[src/rtl/rhf_pkg.sv]
package rhf_pkg;
  localparam int unsigned RHF_ROADS   = 46;
  localparam int unsigned RHF_CEN_W   = 11;
  localparam int unsigned RHF_SEL_W   = 6;
  localparam int unsigned RHF_HIT_W   = 32;
  localparam int unsigned RHF_LO_SEC  = 31;
  localparam int unsigned RHF_IDX_LSB = 16;

  typedef enum logic {
    SEQ_IDLE = 1'b0,
    SEQ_EMIT = 1'b1
  } seq_state_e;
endpackage

[src/rtl/rhf_road_bank.sv]
module rhf_road_bank #(
  parameter int unsigned N_ROADS = 46,
  parameter int unsigned CEN_W   = 11,
  parameter int unsigned SEL_W   = 6
) (
  input  logic                 clk,
  input  logic                 rst_n,
  input  logic                 ld_en,
  input  logic [SEL_W-1:0]     ld_sel,
  input  logic [2*CEN_W-1:0]   ld_word,
  input  logic [CEN_W-1:0]     probe,
  output logic [N_ROADS-1:0]   match
);
  for (genvar g = 0; g < N_ROADS; g++) begin : g_road
    logic [CEN_W-1:0] lo_q;
    logic [CEN_W-1:0] hi_q;
    logic             live_q;
    logic             wr;

    assign wr = ld_en && (ld_sel == SEL_W'(g));

    always_ff @(posedge clk) begin
      if (!rst_n) begin
        lo_q   <= '0;
        hi_q   <= '0;
        live_q <= 1'b0;
      end else if (wr) begin
        hi_q   <= ld_word[2*CEN_W-1:CEN_W];
        lo_q   <= ld_word[CEN_W-1:0];
        live_q <= 1'b1;
      end
    end

    assign match[g] = live_q && (probe >= lo_q) && (probe <= hi_q);
  end
endmodule

[src/rtl/rhf_first_one.sv]
module rhf_first_one #(
  parameter int unsigned W  = 31,
  parameter int unsigned IW = (W > 1) ? $clog2(W) : 1
) (
  input  logic [W-1:0]  vec,
  output logic          found,
  output logic [IW-1:0] idx
);
  always_comb begin
    found = 1'b0;
    idx   = '0;
    for (int k = W - 1; k >= 0; k--) begin
      if (vec[k]) begin
        found = 1'b1;
        idx   = IW'(k);
      end
    end
  end
endmodule

[src/rtl/rhf_hit_seq.sv]
module rhf_hit_seq
  import rhf_pkg::*;
#(
  parameter int unsigned N_ROADS = 46,
  parameter int unsigned CEN_W   = 11,
  parameter int unsigned SEL_W   = 6,
  parameter int unsigned HIT_W   = 32,
  parameter int unsigned LO_SEC  = 31,
  parameter int unsigned IDX_LSB = 16
) (
  input  logic               clk,
  input  logic               rst_n,
  input  logic               cen_valid,
  output logic               cen_ready,
  input  logic [CEN_W-1:0]   cen_data,
  input  logic [N_ROADS-1:0] match,
  output logic               hit_valid,
  input  logic               hit_ready,
  output logic [HIT_W-1:0]   hit_data
);
  localparam int unsigned LO_W  = (N_ROADS < LO_SEC) ? N_ROADS : LO_SEC;
  localparam int unsigned HI_W  = N_ROADS - LO_W;
  localparam int unsigned LO_IW = (LO_W > 1) ? $clog2(LO_W) : 1;

  seq_state_e         state_q;
  logic [N_ROADS-1:0] pend_q;
  logic [N_ROADS-1:0] pend_rest;
  logic [CEN_W-1:0]   cen_q;
  logic [SEL_W-1:0]   cur_idx;
  logic               lo_found;
  logic [LO_IW-1:0]   lo_idx;

  rhf_first_one #(.W(LO_W), .IW(LO_IW)) u_lo_enc (
    .vec   (pend_q[LO_W-1:0]),
    .found (lo_found),
    .idx   (lo_idx)
  );

  if (HI_W > 0) begin : g_split
    localparam int unsigned HI_IW = (HI_W > 1) ? $clog2(HI_W) : 1;
    logic             hi_found;
    logic [HI_IW-1:0] hi_idx;

    rhf_first_one #(.W(HI_W), .IW(HI_IW)) u_hi_enc (
      .vec   (pend_q[N_ROADS-1:LO_W]),
      .found (hi_found),
      .idx   (hi_idx)
    );

    always_comb begin
      if (lo_found)      cur_idx = SEL_W'(lo_idx);
      else if (hi_found) cur_idx = SEL_W'(LO_W) + SEL_W'(hi_idx);
      else               cur_idx = '0;
    end
  end else begin : g_single
    assign cur_idx = SEL_W'(lo_idx);
  end

  assign pend_rest = pend_q & (pend_q - N_ROADS'(1));

  always_ff @(posedge clk) begin
    if (!rst_n) begin
      state_q <= SEQ_IDLE;
      pend_q  <= '0;
      cen_q   <= '0;
    end else begin
      unique case (state_q)
        SEQ_IDLE: begin
          if (cen_valid) begin
            cen_q   <= cen_data;
            pend_q  <= match;
            state_q <= (|match) ? SEQ_EMIT : SEQ_IDLE;
          end
        end
        SEQ_EMIT: begin
          if (hit_ready) begin
            pend_q <= pend_rest;
            if (pend_rest == '0) state_q <= SEQ_IDLE;
          end
        end
        default: state_q <= SEQ_IDLE;
      endcase
    end
  end

  assign cen_ready = (state_q == SEQ_IDLE);
  assign hit_valid = (state_q == SEQ_EMIT);
  assign hit_data  = (HIT_W'(cur_idx) << IDX_LSB) | HIT_W'(cen_q);
endmodule

[src/rtl/road_hit_filter.sv]
module road_hit_filter
  import rhf_pkg::*;
#(
  parameter int unsigned N_ROADS = RHF_ROADS,
  parameter int unsigned CEN_W   = RHF_CEN_W,
  parameter int unsigned SEL_W   = RHF_SEL_W,
  parameter int unsigned HIT_W   = RHF_HIT_W,
  parameter int unsigned LO_SEC  = RHF_LO_SEC
) (
  input  logic               clk,
  input  logic               rst_n,
  input  logic               road_load,
  input  logic [SEL_W-1:0]   road_sel,
  input  logic [2*CEN_W-1:0] road_word,
  input  logic               cen_valid,
  output logic               cen_ready,
  input  logic [CEN_W-1:0]   cen_data,
  output logic               hit_valid,
  input  logic               hit_ready,
  output logic [HIT_W-1:0]   hit_data
);
  logic [N_ROADS-1:0] cmp_word;

  rhf_road_bank #(.N_ROADS(N_ROADS), .CEN_W(CEN_W), .SEL_W(SEL_W)) u_bank (
    .clk     (clk),
    .rst_n   (rst_n),
    .ld_en   (road_load),
    .ld_sel  (road_sel),
    .ld_word (road_word),
    .probe   (cen_data),
    .match   (cmp_word)
  );

  rhf_hit_seq #(
    .N_ROADS (N_ROADS),
    .CEN_W   (CEN_W),
    .SEL_W   (SEL_W),
    .HIT_W   (HIT_W),
    .LO_SEC  (LO_SEC),
    .IDX_LSB (RHF_IDX_LSB)
  ) u_seq (
    .clk       (clk),
    .rst_n     (rst_n),
    .cen_valid (cen_valid),
    .cen_ready (cen_ready),
    .cen_data  (cen_data),
    .match     (cmp_word),
    .hit_valid (hit_valid),
    .hit_ready (hit_ready),
    .hit_data  (hit_data)
  );
endmodule

[config.mk]
export PLATFORM = sky130hd
export DESIGN_NAME = road_hit_filter
export DESIGN_NICKNAME = d
export VERILOG_FILES = /design/src/rtl/rhf_pkg.sv /design/src/rtl/rhf_road_bank.sv /design/src/rtl/rhf_first_one.sv /design/src/rtl/rhf_hit_seq.sv /design/src/rtl/road_hit_filter.sv
export SDC_FILE = /design/constraint.sdc
export NUM_CORES = 2
export LEC_CHECK = 0
export BUFFER_PORTS_ARGS = -buffer_cell sky130_fd_sc_hd__buf_2
export CORE_ASPECT_RATIO = 0.5
export CORE_MARGIN = 8
export CORE_UTILIZATION = 40
export CTS_BUF_LIST = sky130_fd_sc_hd__clkbuf_8
export CTS_CLUSTER_DIAMETER = 100
export CTS_CLUSTER_SIZE = 8
export DETAILED_ROUTE_END_ITERATION = 8
export PLACE_DENSITY_LB_ADDON = 0.2
export SETUP_SLACK_MARGIN = 0.3
export SLEW_MARGIN = 15
export SYNTH_ARGS = -nofsm -noshare
export SYNTH_HDL_FRONTEND = slang
export SYNTH_SLANG_ARGS = --single-unit
[constraint.sdc]
create_clock -name clk -period 5.9 [get_ports clk]
set_clock_uncertainty 0.2 [all_clocks]
set_input_delay 1.18 -clock clk [delete_from_list [all_inputs] [get_ports clk]]
set_output_delay 1.18 -clock clk [all_outputs]
set_load 0.02 [all_outputs]
==> flow_metrics.py <==
metrics = {
    "clock_network": {
        "cts_tree": "done",
        "postCtsHoldBufs": 0,
        "ctsResizeCount": 0,
        "ctsHtreeMaxLevel": 4,
        "clock_sinks": 1116,
        "clockBufferDepth": 3,
        "cts_buffers": 157,
        "root_buffer": "clkbuf_8",
        "cts.clk_slew.worst_paths_ns": 0.07,
        "post_cts_buffers": 0,
        "insertion_delay_ns": 0.93,
    },
    "place": {
        "port_buffers": 62,
        "dp.cells": 10900,
        "place_hpwl_mm": 152,
        "gp_congestion": 0.983,
    },
    "power_and_ir_drop": {
        "vdd_drop_max_uv": 138,
        "p_leak_nw": 25.7,
        "powerDensity_mw_per_mm2": 207,
    },
    "finish": {
        "finalNonFillerCells": 11100,
        "utilization_pct": 43.6,
        "final_nets": 9828,
        "syn_to_final_growth_pct": 8.04,
        "drive_above_1_share_pct": 5.26,
    },
    "worst_setup_path": {
        "startpoint": "u_seq.pend_q[21]",
        "cp.arrival_ns": 3.88,
        "critPathLaunchType": "flip-flop",
        "path_class": "flip-flop to primary output",
        "critPathMaxFanout": 7,
        "endpoint_kind": "primary output",
        "reg2reg_from": "u_bank.g_road[37].lo_q[8]",
        "cp.required_ns": 4.52,
    },
    "route": {
        "via_count": 60500,
        "first_pass_iters": 7,
        "drtIter0Drc": 4893,
        "drt_wl_total_mm": 243,
        "vias_per_cell": 5.46,
        "ant_nets": 0,
        "avgRoutedWirePerCell_um": 21.9,
        "drc": 0,
    },
    "synth": {
        "yosys-top-cells-area": "dfxtp_1, ha_1, nand2_1",
        "synth_ff_type": "dfxtp_1",
        "synth-edff-count": 0,
        "synth_area_mm2": 0.0688,
        "synth_top_area_share_pct": 32.5,
        "ys_ff_latch": 1116,
        "synth_cells": 8840,
        "synth_seq_area_share_pct": 32.5,
        "avgSynthCellArea_um2": 7.79,
        "yosysTopAreaCell": "dfxtp_1",
        "yosys_warnings": 0,
        "synthArstFlopShare_pct": 0,
        "synth_cell_types": 85,
    },
    "timing": {
        "finalSetupTns_ns": 0,
        "worst_slew_pin_slew_ns": 1.21,
        "setup_viol": 0,
        "report.final.slew_viol_count": 0,
        "relSlewSlack_pct": 19.0,
        "hold_viol": 0,
        "rsz0062_at_grt": "no",
        "period_needed_ns": 5.26,
        "clock.fmax_mhz": 190,
        "finalCritPeriodShare_pct": 89.1,
    },
    "global_routing": {
        "antenna_found_initial": 11,
        "grt_usage_pct": 25.3,
        "grt_pass1_wl_mm": 364,
        "globalRoute.totalOverflow": 0,
        "grt_max_degree": 146,
        "grt_pass1_vias": 57400,
    },
    "floorplanning": {
        "fp.dieH_um": 309,
        "dieArea_mm2": 0.186,
        "ios": 78,
        "dieWidth_um": 603,
        "rows": 107,
        "core_area_mm2": 0.171,
        "start_util_pct": 40.4,
    },
    "flow_run": {
        "max_cap_violations": 0,
    },
    "worst_hold_path": {
        "min_from": "u_bank.g_road[0].hi_q[3]",
        "worstHoldPathType": "flip-flop to flip-flop",
    },
    "outcome": {
        "status": "completed",
    },
}
==> layer usage <==
metal	vias up	wire, µm	GRT usage [%]
met3	384	15800	3.20
met5	-	13	0
met2	1752	104000	40.4
met4	2	7000	7.62
li1	29500	-	-
met1	28800	116000	35.7
==> final cells by class <==
type	count	area (µm²)
fillers	17400	96200
diodes	7	17.5
well taps	2289	2860
clock buffers	161	2220
multi-input cells	6254	41000
inverters	1004	3770
repair buffers	238	2080
flip-flops and latches	1116	22300
clock inverters	8	85.1
==> power breakdown <==
part | internal (mW) | switching [mW]
registers | 7.57 | 0.0288
logic | 0.731 | 1.46
clock network | 2.47 | 3.13
total | 10.8 | 4.62
==> synth_stat cells, types with 53 or more instances <==
cell      instances
a21boi_0        937
a21oi_1         249
nand2b_1         62
nand2_1        2235
a211oi_1         57
nand3_1         110
o21ai_0         233
a21boi_1        113
ha_1           1013
nor2b_1          69
o21a_1          111
nor3_1           83
inv_1          1003
clkbuf_1        440
nand4_1         184
dfxtp_1        1116
nor2_1          236
o31ai_1          62
a21o_1           53
==> state kept, by name (all words and copies together) (netlist names) <==
name,flops
u_bank.g_road.hi_q,506
u_bank.g_road.live_q,46
u_bank.g_road.lo_q,506
u_seq.cen_q,11
u_seq.hit_valid,1
u_seq.pend_q,46
==> critical path, stage by stage (launching register included) <==
cell and delay [ns]:
dfxtp_1 0.42, nor4_1 0.70, nand4_1 0.34, nor2_1 0.52
o21ai_1 0.31, o22ai_1 0.42, buf_2 0.25
==> through the flow <==
stage               hold WS [ns]  cell area (µm²)  setup slack, ns  power (mW)
CTS                        0.255            74300            0.523        15.5
floorplan                  0.233            68900            0.749        8.98
global placement           0.240            72000            0.781        9.92
detailed placement         0.246            72000            0.696        9.92
global route               0.267            74400            0.428        16.0
finish                     0.251            74400            0.644        15.4
==> layout by cell type, fill, tap and decap left out, types with 13 or more instances in the layout <==
master,netlist,layout
nand2_1,2235,2235
dfxtp_1,1116,1116
ha_1,1013,1013
inv_1,1003,1002
a21boi_0,937,937
a21oi_1,249,249
o21ai_0,233,233
nor2_1,236,220
nand4_1,184,184
buf_4,16,172
clkbuf_8,0,161
a21boi_1,113,113
o21a_1,111,111
nand3_1,110,110
nor3_1,83,79
nor2b_1,69,68
nand2b_1,62,62
o31ai_1,62,62
a211oi_1,57,57
a21o_1,53,53
o211ai_1,30,30
buf_2,4,29
a2111oi_0,27,27
o211a_1,26,26
buf_12,0,26
nor4_1,24,23
and3_1,22,22
a31oi_1,20,20
nor2_2,0,15
and4_1,15,15
conb_1,1,15
o21bai_1,14,14
a41oi_1,14,14
o2111ai_1,14,14
and2_1,13,13
a211o_1,13,13
a22oi_1,13,13
==> cells by family (layout without fill, tap and decap cells) <==
logic type / Yosys count / after routing / share of synthesized area, %
buf+inv: 1484 / 1411 / 8.20
simple gates: 3105 / 3105 / 19.1
fa+ha+maj: 1014 / 1014 / 18.4
compound gates: 2118 / 2118 / 21.8
flops: 1116 / 1116 / 32.5
other cells: 1 / 22 / 0.00545
xor+xnor: 2 / 2 / 0.0255
==> path summary, 6_finish.rpt <==
check / end / slack [ns] / depth (start not counted)
max: hit_data[17] / 0.64 / 6
min: u_bank.g_road[0].hi_q[3] / 0.25 / 2
max reg2reg: u_seq.hit_valid / 1.94 / 11
min reg2reg: u_bank.g_road[0].hi_q[3] / 0.25 / 2
Power figures use the tool's default switching activity.
